## config.mk

```make
export PLATFORM = sky130hd
export DESIGN_NAME = addr_xor_codec
export DESIGN_NICKNAME = d
export VERILOG_FILES = /design/src/rtl/codec_pkg.sv /design/src/rtl/tap_history.sv /design/src/rtl/enc_lane.sv /design/src/rtl/dec_lane.sv /design/src/rtl/addr_xor_codec.sv
export SDC_FILE = /design/constraint.sdc
export NUM_CORES = 1
export LEC_CHECK = 0
export ABC_CLOCK_PERIOD_IN_PS = 1200
export BUFFER_PORTS_ARGS = -buffer_cell sky130_fd_sc_hd__buf_2
export CORE_AREA = 3 3 77 57
export CTS_CLUSTER_DIAMETER = 120
export DETAILED_ROUTE_END_ITERATION = 8
export DIE_AREA = 0 0 80 60
export SYNTH_ARGS = -nofsm -noshare
export SYNTH_HDL_FRONTEND = slang
export SYNTH_SLANG_ARGS = --single-unit
```

## constraint.sdc

```tcl
create_clock -name clk -period 1.2 [get_ports clk]
set_input_delay 0.24 -clock clk [delete_from_list [all_inputs] [get_ports clk]]
set_output_delay 0.24 -clock clk [all_outputs]
set_load 0.005 [all_outputs]
```

## src/rtl/codec_pkg.sv

```systemverilog
package codec_pkg;

  typedef enum logic {
    WIN_FULL = 1'b0,
    WIN_HALF = 1'b1
  } win_mode_e;

  // counting period of address line pos
  function automatic int line_period(input int pos);
    return 1 << (pos + 1);
  endfunction

  // number of past samples a line keeps
  function automatic int hist_depth(input int pos, input win_mode_e mode);
    return (mode == WIN_FULL) ? line_period(pos) - 1 : line_period(pos) / 2;
  endfunction

  // consecutive +1 steps needed before the low field goes quiet
  function automatic int quiet_steps(input int width, input win_mode_e mode);
    return (mode == WIN_FULL) ? (1 << width) - 1 : 1 << (width - 1);
  endfunction

  // low-field value held during a long sequential run
  function automatic int quiet_word(input int width, input win_mode_e mode);
    return (mode == WIN_FULL) ? 1 : (1 << width) - 1;
  endfunction

endpackage

```

## src/rtl/tap_history.sv

```systemverilog
module tap_history #(
  parameter int DEPTH    = 1,
  parameter bit FOLD_ALL = 1'b1
) (
  input  logic clk,
  input  logic rst_n,
  input  logic bit_in,
  output logic fold
);
  logic [DEPTH-1:0] taps;

  always_ff @(posedge clk or negedge rst_n) begin
    if (!rst_n) begin
      taps <= '0;
    end else begin
      taps[0] <= bit_in;
      for (int k = 1; k < DEPTH; k++) begin
        taps[k] <= taps[k-1];
      end
    end
  end

  generate
    if (FOLD_ALL) begin : g_parity
      assign fold = ^taps;
    end else begin : g_oldest
      assign fold = taps[DEPTH-1];
    end
  endgenerate
endmodule

```

## src/rtl/enc_lane.sv

```systemverilog
module enc_lane
  import codec_pkg::*;
#(
  parameter int        POS  = 0,
  parameter win_mode_e MODE = WIN_FULL
) (
  input  logic clk,
  input  logic rst_n,
  input  logic x_in,
  output logic y_q
);
  localparam int DEPTH = hist_depth(POS, MODE);

  logic fold;
  logic y_d;

  tap_history #(
    .DEPTH   (DEPTH),
    .FOLD_ALL(MODE == WIN_FULL)
  ) u_hist (
    .clk   (clk),
    .rst_n (rst_n),
    .bit_in(x_in),
    .fold  (fold)
  );

  assign y_d = x_in ^ fold;

  always_ff @(posedge clk or negedge rst_n) begin
    if (!rst_n) y_q <= 1'b0;
    else        y_q <= y_d;
  end
endmodule

```

## src/rtl/dec_lane.sv

```systemverilog
module dec_lane
  import codec_pkg::*;
#(
  parameter int        POS  = 0,
  parameter win_mode_e MODE = WIN_FULL
) (
  input  logic clk,
  input  logic rst_n,
  input  logic y_in,
  output logic x_out
);
  localparam int DEPTH = hist_depth(POS, MODE);

  logic fold;

  tap_history #(
    .DEPTH   (DEPTH),
    .FOLD_ALL(MODE == WIN_FULL)
  ) u_hist (
    .clk   (clk),
    .rst_n (rst_n),
    .bit_in(x_out),
    .fold  (fold)
  );

  assign x_out = y_in ^ fold;
endmodule

```

## src/rtl/addr_xor_codec.sv

```systemverilog
module addr_xor_codec
  import codec_pkg::*;
#(
  parameter int        ADDR_W = 16,
  parameter int        ENC_W  = 3,
  parameter win_mode_e MODE   = WIN_FULL
) (
  input  logic              clk,
  input  logic              rst_n,
  input  logic [ADDR_W-1:0] addr_in,
  output logic [ADDR_W-1:0] bus_out,
  output logic [ADDR_W-1:0] addr_out
);
  localparam int PASS_W = ADDR_W - ENC_W;

  logic [ENC_W-1:0]  low_enc_q;
  logic [ENC_W-1:0]  low_dec;
  logic [PASS_W-1:0] pass_q;

  generate
    for (genvar i = 0; i < ENC_W; i++) begin : g_line
      enc_lane #(.POS(i), .MODE(MODE)) u_enc (
        .clk  (clk),
        .rst_n(rst_n),
        .x_in (addr_in[i]),
        .y_q  (low_enc_q[i])
      );
      dec_lane #(.POS(i), .MODE(MODE)) u_dec (
        .clk  (clk),
        .rst_n(rst_n),
        .y_in (low_enc_q[i]),
        .x_out(low_dec[i])
      );
    end
  endgenerate

  always_ff @(posedge clk or negedge rst_n) begin
    if (!rst_n) pass_q <= '0;
    else        pass_q <= addr_in[ADDR_W-1:ENC_W];
  end

  assign bus_out  = {pass_q, low_enc_q};
  assign addr_out = {pass_q, low_dec};
endmodule

```

==> impl_results.md, run 1 <==
* R2r startpoint: g_line[2].u_dec.u_hist.taps[4]
* Worst path depth at 4
* Initial Utilization at 35.69%
* Wirelength per Cell at 11.12 um
* Post-Syn Area at 0.001286 mm^2
* Die span in x at 80 um
* Core Rows at 18
* Sw power at 0.001169 W
* Worst reg2reg setup slack at -10 ps
* Sw Share at 27.20%
* Crit path kind: reg2out
* GR Overflow Total at 0
* Critical Path, Cell by Cell: xor2_1 > xnor2_1 > xnor2_1 > buf_2
* DP Wirelength at 1384 um
* CTS root buf: clkbuf_8
* Cell Pwr Density at 2620 mW/mm^2
* Crit path from: g_line[2].u_dec.u_hist.taps[4]
* Global-route wire length before repair at 3222 um
* Ys async rst share at 100.0%
* Met1 WL at 828 um
* Comb power frac at 39.6%
* First-pass DRT Iterations at 4
* # DRC at 0
* Ranking of synthesized cells by area: dfrtp_1, buf_4, xnor2_1, xor2_1
* Worst setup path endpoint: addr_out[2]
* Outcome: finished, violations left
* Layout net count at 142
* Most used cell, CP: xnor2_1
* Tcrit/Tclk final at 132.1%
* Core Util, Final at 45.52%
* CTS Buf Count at 5
* Min Tclk post-route at 1586 ps
* Number of synthesis warnings at 0
* F_max at 0.6306 GHz
* CP max FO at 2
* Final Skew at 1.850 ps
* Critical path's top delay family: XOR/XNOR gates
* Mean Syn Cell Area at 16.28 um^2
* Failing checks: setup timing
* Footprint of the multi-input gates at 207.7 um^2
* Hold Crit Class: in2reg
* Tightest Pin Transition at 200.4 ps
* Critical Path RT at 960 ps
* Worst IR Drop VDD at 1320 uV
* Gr usage total at 9.522%
* Slew margin rel. at 86.64%
* Share of post-route cells with drive strength above 1 at 52.80%
* Sequential-to-total area share from yosys stat at 73.93%
* Port Buffers at 49
* Routability congestion estimate at 0.7381
* Top Metal Used: met4
* Bufs and invs on worst path at 1
* Final ANT Viol Nets at 0
* Slew Limit Fails at 0
* Synth top area share at 73.93%
* CTS tree: done
* Unrepaired setup endpoints after global routing: true
* Syn-to-layout area delta at 27.53%
* Die Y at 60 um
* Cell count after synthesis at 79
* Register area at 950.9 um^2
* Worst reg2reg path endpoint: g_line[2].u_dec.u_hist.taps[0]
* IO Pins at 50
* Top FF cell, synth: dfrtp_1
* Pleak at 0.7964 nW
* Core area at 0.003603 mm^2
* Largest net degree at the start of global routing at 39
* Clock share of power at 20.3%
* Max clock buf depth at 2
* Final worst slack at -385.7 ps
* Post-synth cell types at 4
* Initial antenna violation count at 0
* Drt total wl at 1946 um
* Arrival @ worst endpoint at 1350 ps
* H-tree levels at 2
* Most frequent cells after synthesis: dfrtp_1, buf_4, xnor2_1
* Maxcap violations at 0
* Vias in the first global route at 712
* Count leader, synth: dfrtp_1
* Worst-Skew Late Latency at 280 ps
* Routed wl met3 at 210 um
* Vias per cell at 3.800
* # clock sinks at 38
* Final Hold Viols at 0
* N_diodes at 0
* CP max stage cell: dfrtp_1
* Cell-internal power at 0.003129 W
* Syn Nets at 97
* Via count at 665
* Number of fill cells in the layout at 345
* Crit end category: primary output
* Sum Neg Setup Slack at -610.7 ps
* Setup crit start kind: flip-flop
* Max incr delay on CP at 390 ps
* Die area at 0.004800 mm^2
* FF-to-FF path depth at 5
* Worst-path clk slew at 70 ps
* Synthesis-stage register bit count at 38
* Finish-stage setup viols at 4
* Initial DRC Count at 15
* Met2 routed WL at 885 um
* Post-synth EDFFs at 0
* Post-synth top area cell: dfrtp_1
* Sequential share of power at 40.2%
==> registers in the layout, indices dropped and copies added, names as in the netlist <==
name,count
g_line.u_enc.u_hist.taps,10
g_line.u_enc.u_hist.fold,1
g_line.u_dec.u_hist.taps,10
pass_q,13
g_line.u_dec.u_hist.fold,1
g_line.u_enc.y_q,3
==> kinds of logic (layout without fill, tap and decap cells) <==
group | Yosys count | in the layout | share of synthesized area (%)
DFF | 38 | 38 | 73.93
xor gates and xnor gates | 22 | 22 | 14.98
buffers and inverters | 19 | 65 | 11.09
==> per-layer routing <==
layer	GRT usage, %	vias to the layer above
met5	0	-
met4	5.060	0
met3	5.120	3
met2	15.45	34
met1	10.11	319
li1	-	309
==> cells in the final DEF (no fill, tap or decap) <==
cell type,synthesis,routed
clkinv_2,0,1
buf_12,0,1
clkbuf_8,0,6
dfrtp_1,38,38
xnor2_1,16,14
buf_6,0,1
buf_4,19,5
xnor2_2,0,2
dlygate4sd3_1,0,1
xor2_1,6,6
buf_2,0,49
clkinvlp_4,0,1
==> how the worst min path moves through the flow <==
stage,startpoint,endpoint,slack [ps],cells after the start
4_1_cts,addr_in[14],pass_q[11],50,1
5_1_grt,addr_in[6],pass_q[3],40,1
3_5_place_dp,rst_n,pass_q[1],220,2
2_1_floorplan,rst_n,g_line[0].u_dec.u_hist.fold,-60,0
3_3_place_gp,rst_n,pass_q[7],210,2
6_report,addr_in[14],pass_q[11],60,1
==> worst register-to-register path: stages, from the launching register on <==
cell and delay [ps]:
dfrtp_1 390, xor2_1 170, xnor2_1 200, xnor2_1 110, buf_4 140, buf_6 100
==> power groups by stage <==
stage	Sequential, W	Clock [W]	Combinational, W
after floorplan	0.00171	0	0.000960
after global placement	0.00172	0	0.00121
after detailed placement	0.00174	0	0.00120
after CTS	0.00172	0.000926	0.00167
after global routing	0.00176	0.00100	0.00185
final	0.00173	0.000870	0.00170
==> what timing repair did <==
action	CTS	global route
setup buffers	4	1
resized for setup	2	1
pin swaps	5	0
setup endpoints to repair	3	4
hold endpoints to repair	38	0
hold buffers	1	0
==> cell type report <==
cell class              instances  share of cell area (%)
multi-input cells              22                   12.66
clock inverters                 2                  0.7628
clock buffers                   6                   5.034
flip-flops and latches         38                   57.97
well taps                      50                   3.814
repair buffers                 57                   19.76
==> metrics by stage <==
stage               setup slack [ps]  instance area [um^2]  total power [W]  cells  hold WS [ps]
finish                        -385.7                  1640         0.004298    175         63.56
detailed placement            -82.18                  1479         0.002940    161         223.3
CTS                           -389.2                  1625         0.004312    174         47.17
floorplan                     -1.311                  1286         0.002667     79        -55.59
global route                  -485.8                  1640         0.004620    175         37.69
global placement              -47.04                  1479         0.002928    161         213.9
No activity file was read; power rests on OpenSTA's default activity.
==> run 2, diff against run 1 <==
--- a/config.mk
+++ b/config.mk
@@ -7,10 +7,10 @@
 export LEC_CHECK = 0
 export ABC_CLOCK_PERIOD_IN_PS = 1200
 export BUFFER_PORTS_ARGS = -buffer_cell sky130_fd_sc_hd__buf_2
-export CORE_AREA = 3 3 77 57
+export CORE_AREA = 2 2 76 56
 export CTS_CLUSTER_DIAMETER = 120
 export DETAILED_ROUTE_END_ITERATION = 8
-export DIE_AREA = 0 0 80 60
+export DIE_AREA = 0 0 78 58
 export SYNTH_ARGS = -nofsm -noshare
 export SYNTH_HDL_FRONTEND = slang
 export SYNTH_SLANG_ARGS = --single-unit
==> run 2 against run 1 <==
The flow still finishes with violations (setup timing); fmax down 3.2%; critical path depth unchanged; cell area up 5.2%; routed wire length up 0.15%; non-clock buffer count up 1; first-iteration DRC count down 20%; sequential cell count unchanged; clock-buffer cell count unchanged; die area down 5.8%; register-to-register slack better by 40 ps; combinational power down 10%; worst hold slack worse by 2.5 ps; largest cell class unchanged.
==> impl_results.md, run 2 (same netlist as run 1, synthesis figures left out) <==
* CP max FO at 2
* Die Y at 58 um
* Pleak at 0.8366 nW
* Vias per cell at 3.876
* Via count at 690
* Global-route wire length before repair at 3105 um
* Worst-Skew Late Latency at 280 ps
* H-tree levels at 2
* CTS Buf Count at 5
* Reg with most FFs: pass_q
* Unrepaired setup endpoints after global routing: true
* Cell Pwr Density at 2664 mW/mm^2
* CTS root buf: clkbuf_8
* Die area at 0.004524 mm^2
* # clock sinks at 38
* Gr usage total at 9.744%
* FF-to-FF path depth at 4
* Drt total wl at 1949 um
* R2r startpoint: g_line[2].u_dec.u_hist.taps[5]
* Number of fill cells in the layout at 355
* Core Rows at 19
* Port Buffers at 49
* Hold depth at 1
* Core area at 0.003804 mm^2
* Final worst slack at -438.3 ps
* Outcome: finished, violations left
* Most common cell after layout, fill and taps aside: buf_2
* Final Hold Viols at 0
* Core Util, Final at 45.36%
* Worst reg2reg setup slack at 30 ps
* Final cell count without fillers at 178
* F_max at 0.6104 GHz
* Pwr Total at 0.004597 W
* Worst IR Drop VDD at 1022 uV
* Syn-to-layout area delta at 34.14%
* DP Wirelength at 1420 um
* Initial DRC Count at 12
* Hold Crit Class: in2reg
* Vias in the first global route at 705
* Crit path kind: reg2out
* Arrival @ worst endpoint at 1400 ps
* Fin Hold WS at 61.05 ps
* # DRC at 0
* Critical Path RT at 960 ps
* Routability congestion estimate at 0.6317
* CTS tree: done
* Min Tclk post-route at 1638 ps
* Initial Utilization at 33.82%
* Crit end category: primary output
* Die span in x at 78 um
* Tightest Pin Transition at 398.6 ps
* Biggest regs: pass_q: 13 flops, g_line.u_dec.u_hist.taps: 10 flops, g_line.u_enc.u_hist.taps: 10 flops
* Share of post-route cells with drive strength above 1 at 54.76%
* N_diodes at 0
* Failing checks: setup timing
* Most frequent cells in the layout: buf_2, dfrtp_1, xnor2_1
* Finish-stage setup viols at 3
* Worst-path clk slew at 70 ps
* Tcrit/Tclk final at 136.5%
* Slew Limit Fails at 0
* Max reg flops at 13
* Initial antenna violation count at 0
* Layout net count at 143
* Final Skew at 3.256 ps
* Largest net degree at the start of global routing at 23
* Placed cells at 163
* IO Pins at 50
* First-pass DRT Iterations at 3
* Worst Hold Path EP: pass_q[10]
* Wirelength per Cell at 10.95 um
* Maxcap violations at 0
* Max clock buf depth at 2
* Final ANT Viol Nets at 0
* Worst reg2reg path endpoint: g_line[2].u_dec.u_hist.taps[0]
* Slew margin rel. at 73.43%
* Worst hold start: addr_in[13]
* GR Overflow Total at 0
* Setup crit start kind: flip-flop
==> run 2: repair_timing <==
action | 4_1_cts | 5_1_grt
hold buffers | 1 | 0
pin swaps | 3 | 5
endpoints found under the hold margin | 16 | 0
setup buffers | 4 | 3
endpoints found under the setup margin | 3 | 5
gates resized for setup | 0 | 7
==> run 2: layout make-up <==
class                   instances  area (um^2)  area share, %
flip-flops and latches         38        950.9          55.11
clock inverters                 2        60.06          3.481
clock buffers                   6        82.58          4.786
well taps                      52        65.06          3.771
multi-input cells              22        222.7          12.91
repair buffers                 58        344.1          19.94
==> run 2: worst max path at each step <==
stage                                    from     endpoint  slack (ps)  depth (start not counted)
2_1_floorplan  g_line[2].u_dec.u_hist.taps[1]  addr_out[2]          -1                          4
4_1_cts        g_line[2].u_dec.u_hist.taps[4]  addr_out[2]        -440                          4
3_5_place_dp   g_line[2].u_dec.u_hist.taps[0]  addr_out[2]         -80                          4
5_1_grt        g_line[2].u_dec.u_hist.taps[4]  addr_out[2]        -500                          4
3_3_place_gp   g_line[2].u_dec.u_hist.taps[2]  addr_out[2]         -40                          4
6_report       g_line[2].u_dec.u_hist.taps[5]  addr_out[2]        -440                          4
==> run 2: metal layers <==
layer / GRT usage [%] / wire (um) / vias to the layer above
li1: - / - / 312
met1: 9.267 / 768 / 338
met2: 16.63 / 953 / 36
met3: 6.386 / 198 / 4
met4: 4.511 / 29 / 0
met5: 0 / 0 / -
==> run 2: per-stage QoR <==
step                setup TNS, ps  setup slack [ps]  cell area (um^2)
floorplan                  -1.311            -1.311              1286
global placement           -43.08            -43.08              1481
detailed placement         -78.40            -78.40              1481
CTS                        -717.7            -443.3              1664
global route               -882.8            -498.5              1725
finish                     -664.5            -438.3              1725
==> run 2: critical path, stage by stage (launching register included) <==
cell and delay [ps]:
dfrtp_1 420, xor2_2 190, xnor2_1 220, xnor2_1 160, buf_2 140
==> run 2: power breakdown <==
| group | total [W] | switching [W] | internal, W |
|---|---|---|---|
| Clock | 0.00130 | 0.000417 | 0.000886 |
| Combinational | 0.00153 | 0.000547 | 0.000985 |
| Sequential | 0.00176 | 0.000206 | 0.00156 |
| Total | 0.00460 | 0.00117 | 0.00343 |
==> run 3, diff against run 2 <==
--- a/config.mk
+++ b/config.mk
@@ -6,7 +6,8 @@
 export NUM_CORES = 1
 export LEC_CHECK = 0
 export ABC_CLOCK_PERIOD_IN_PS = 1200
-export BUFFER_PORTS_ARGS = -buffer_cell sky130_fd_sc_hd__buf_2
+export BUFFER_PORTS_ARGS = -buffer_cell sky130_fd_sc_hd__buf_4
+export CAP_MARGIN = 0
 export CORE_AREA = 2 2 76 56
 export CTS_CLUSTER_DIAMETER = 120
 export DETAILED_ROUTE_END_ITERATION = 8
==> run 3 against run 2 <==
The flow still finishes with violations (setup timing); clock power shrank 37%; routed wire length shrank 1.8%; first-iteration DRC count grew 110%; sequential cell count is the same; worst hold slack gained 5.5 ps; cell area is the same.
==> impl_results.md, run 3 (same netlist as run 1, synthesis figures left out) <==
* Outcome: finished, violations left
* Failing checks: setup timing
* FF-to-FF path depth at 4
* Tightest Pin Transition at 456.7 ps
* # clock sinks at 38
* Drt total wl at 1913 um
* Max incr delay on CP at 390 ps
* R2r startpoint: g_line[2].u_dec.u_hist.taps[4]
* IO Pins at 50
* Syn-to-layout area delta at 34.14%
* Reg with most FFs: pass_q
* Finish-stage setup viols at 3
* CTS Buf Count at 5
* F_max at 0.6352 GHz
* Worst setup path endpoint: addr_out[2]
* Wirelength per Cell at 10.93 um
* Cell Pwr Density at 2357 mW/mm^2
* Share of post-route cells with drive strength above 1 at 50.41%
* Max reg flops at 13
* Final Skew at 4.213 ps
* Die Y at 58 um
* Layout net count at 142
* Worst IR Drop VDD at 1393 uV
* Final cell count without fillers at 175
* Worst reg2reg setup slack at 90 ps
* Port Buffers at 49
* Critical path's top delay family: XOR/XNOR gates
* GR Overflow Total at 0
* Most frequent cells in the layout: buf_4, dfrtp_1, xnor2_1
* Cell-internal power at 0.003008 W
* CP max stage cell: dfrtp_1
* Final ANT Viol Nets at 0
* Final worst slack at -374.4 ps
* Pleak at 0.8191 nW
* CTS root buf: clkbuf_8
* CP max FO at 2
* Slew margin rel. at 69.56%
* Most common cell after layout, fill and taps aside: buf_4
* Core area at 0.003804 mm^2
* Placed cells at 162
* Sum Neg Setup Slack at -569.8 ps
* Clock share of power at 20.2%
* First-pass DRT Iterations at 2
* Critical Path, Cell by Cell: xor2_1 > xnor2_1 > xnor2_1 > buf_4
* Via count at 676
* Biggest regs: pass_q: 13 flops, g_line.u_dec.u_hist.taps: 10 flops, g_line.u_enc.u_hist.taps: 10 flops
* Die area at 0.004524 mm^2
* N_diodes at 0
* Most used cell, CP: xnor2_1
* Arrival @ worst endpoint at 1330 ps
* Worst path depth at 4
* Sw power at 0.001057 W
* Sequential share of power at 42.1%
* Crit path from: g_line[2].u_dec.u_hist.taps[4]
* Unrepaired setup endpoints after global routing: true
* Gr usage total at 9.483%
* Worst-path clk slew at 70 ps
* Crit path kind: reg2out
* Final Hold Viols at 0
* Comb power frac at 37.7%
* Core Rows at 19
* Vias in the first global route at 679
* Worst-Skew Late Latency at 270 ps
* Bufs and invs on worst path at 1
* Min Tclk post-route at 1574 ps
* Routability congestion estimate at 0.5837
* Pre-CTS setup slack at -114.1 ps
* Critical Path RT at 960 ps
* Maxcap violations at 0
* Initial DRC Count at 25
* Hold Crit Class: in2reg
* Vias per cell at 3.863
* Die span in x at 78 um
* Crit end category: primary output
* Slew Limit Fails at 0
* Global-route wire length before repair at 3056 um
* # DRC at 0
* Setup crit start kind: flip-flop
* Largest net degree at the start of global routing at 39
* Initial Utilization at 33.82%
* Max clock buf depth at 2
* H-tree levels at 2
* CTS tree: done
* Tcrit/Tclk final at 131.2%
* Worst reg2reg path endpoint: g_line[2].u_dec.u_hist.taps[0]
* Sw Share at 26.01%
* Initial antenna violation count at 0
-- run 3: cell types whose count changed in the layout (fill, tap and decap cells not counted) --
cell | before | now
xor2_1 | 5 | 6
buf_12 | 1 | 0
buf_2 | 47 | 0
bufinv_16 | 2 | 0
buf_4 | 6 | 55
xnor2_1 | 13 | 16
xnor2_2 | 3 | 0
buf_6 | 3 | 1
xor2_2 | 1 | 0
-- run 3: per-stage QoR --
| stage | hold slack (ps) | total power [W] | area, um^2 | utilization [%] |
|---|---|---|---|---|
| CTS | 53.75 | 0.004144 | 1722 | 45.26 |
| detailed placement | 232.4 | 0.002943 | 1584 | 41.64 |
| finish | 66.53 | 0.004066 | 1725 | 45.36 |
| global placement | 218.5 | 0.002892 | 1584 | 41.64 |
| floorplan | -55.59 | 0.002667 | 1286 | - |
| global route | 43.56 | 0.004355 | 1725 | 45.36 |
-- run 3: worst min-delay path by stage --
stage | end | slack [ps] | cells past startpoint | from
5_1_grt | pass_q[10] | 40 | 1 | addr_in[13]
4_1_cts | pass_q[12] | 50 | 1 | addr_in[15]
6_report | pass_q[10] | 70 | 1 | addr_in[13]
3_3_place_gp | pass_q[3] | 220 | 1 | rst_n
3_5_place_dp | pass_q[3] | 230 | 1 | rst_n
2_1_floorplan | g_line[0].u_dec.u_hist.fold | -60 | 0 | rst_n
-- run 3: per-layer routing --
layer / share of wire (%) / global-route usage [%] / vias to the layer above
met5: 0 / 0 / -
met4: 1.3 / 6.015 / 0
met3: 11 / 4.829 / 5
met2: 48 / 15.15 / 36
met1: 39 / 10.12 / 328
li1: - / - / 307
-- run 3: cell type report --
cell class | instances | area [um^2]
well taps | 52 | 65.06
fillers | 347 | 2078
clock buffers | 6 | 82.58
repair buffers | 57 | 434.2
multi-input cells | 22 | 192.7
flip-flops and latches | 38 | 950.9
-- run 3: power by group through the flow --
| stage | clock, W | combinational, W | sequential (W) |
|---|---|---|---|
| floorplan | 0 | 0.000960 | 0.00171 |
| global route | 0.000932 | 0.00167 | 0.00175 |
| CTS | 0.000871 | 0.00155 | 0.00172 |
| finish | 0.000823 | 0.00153 | 0.00171 |
| detailed placement | 0 | 0.00119 | 0.00175 |
| global placement | 0 | 0.00116 | 0.00173 |
-- run 3: timing repair --
item                                    CTS  global route
gates resized for setup                   0             1
pin swaps                                 5             2
endpoints found under the setup margin    3             5
hold endpoints to repair                 38             0
hold buffers                              1             0
buffers inserted                          6             1
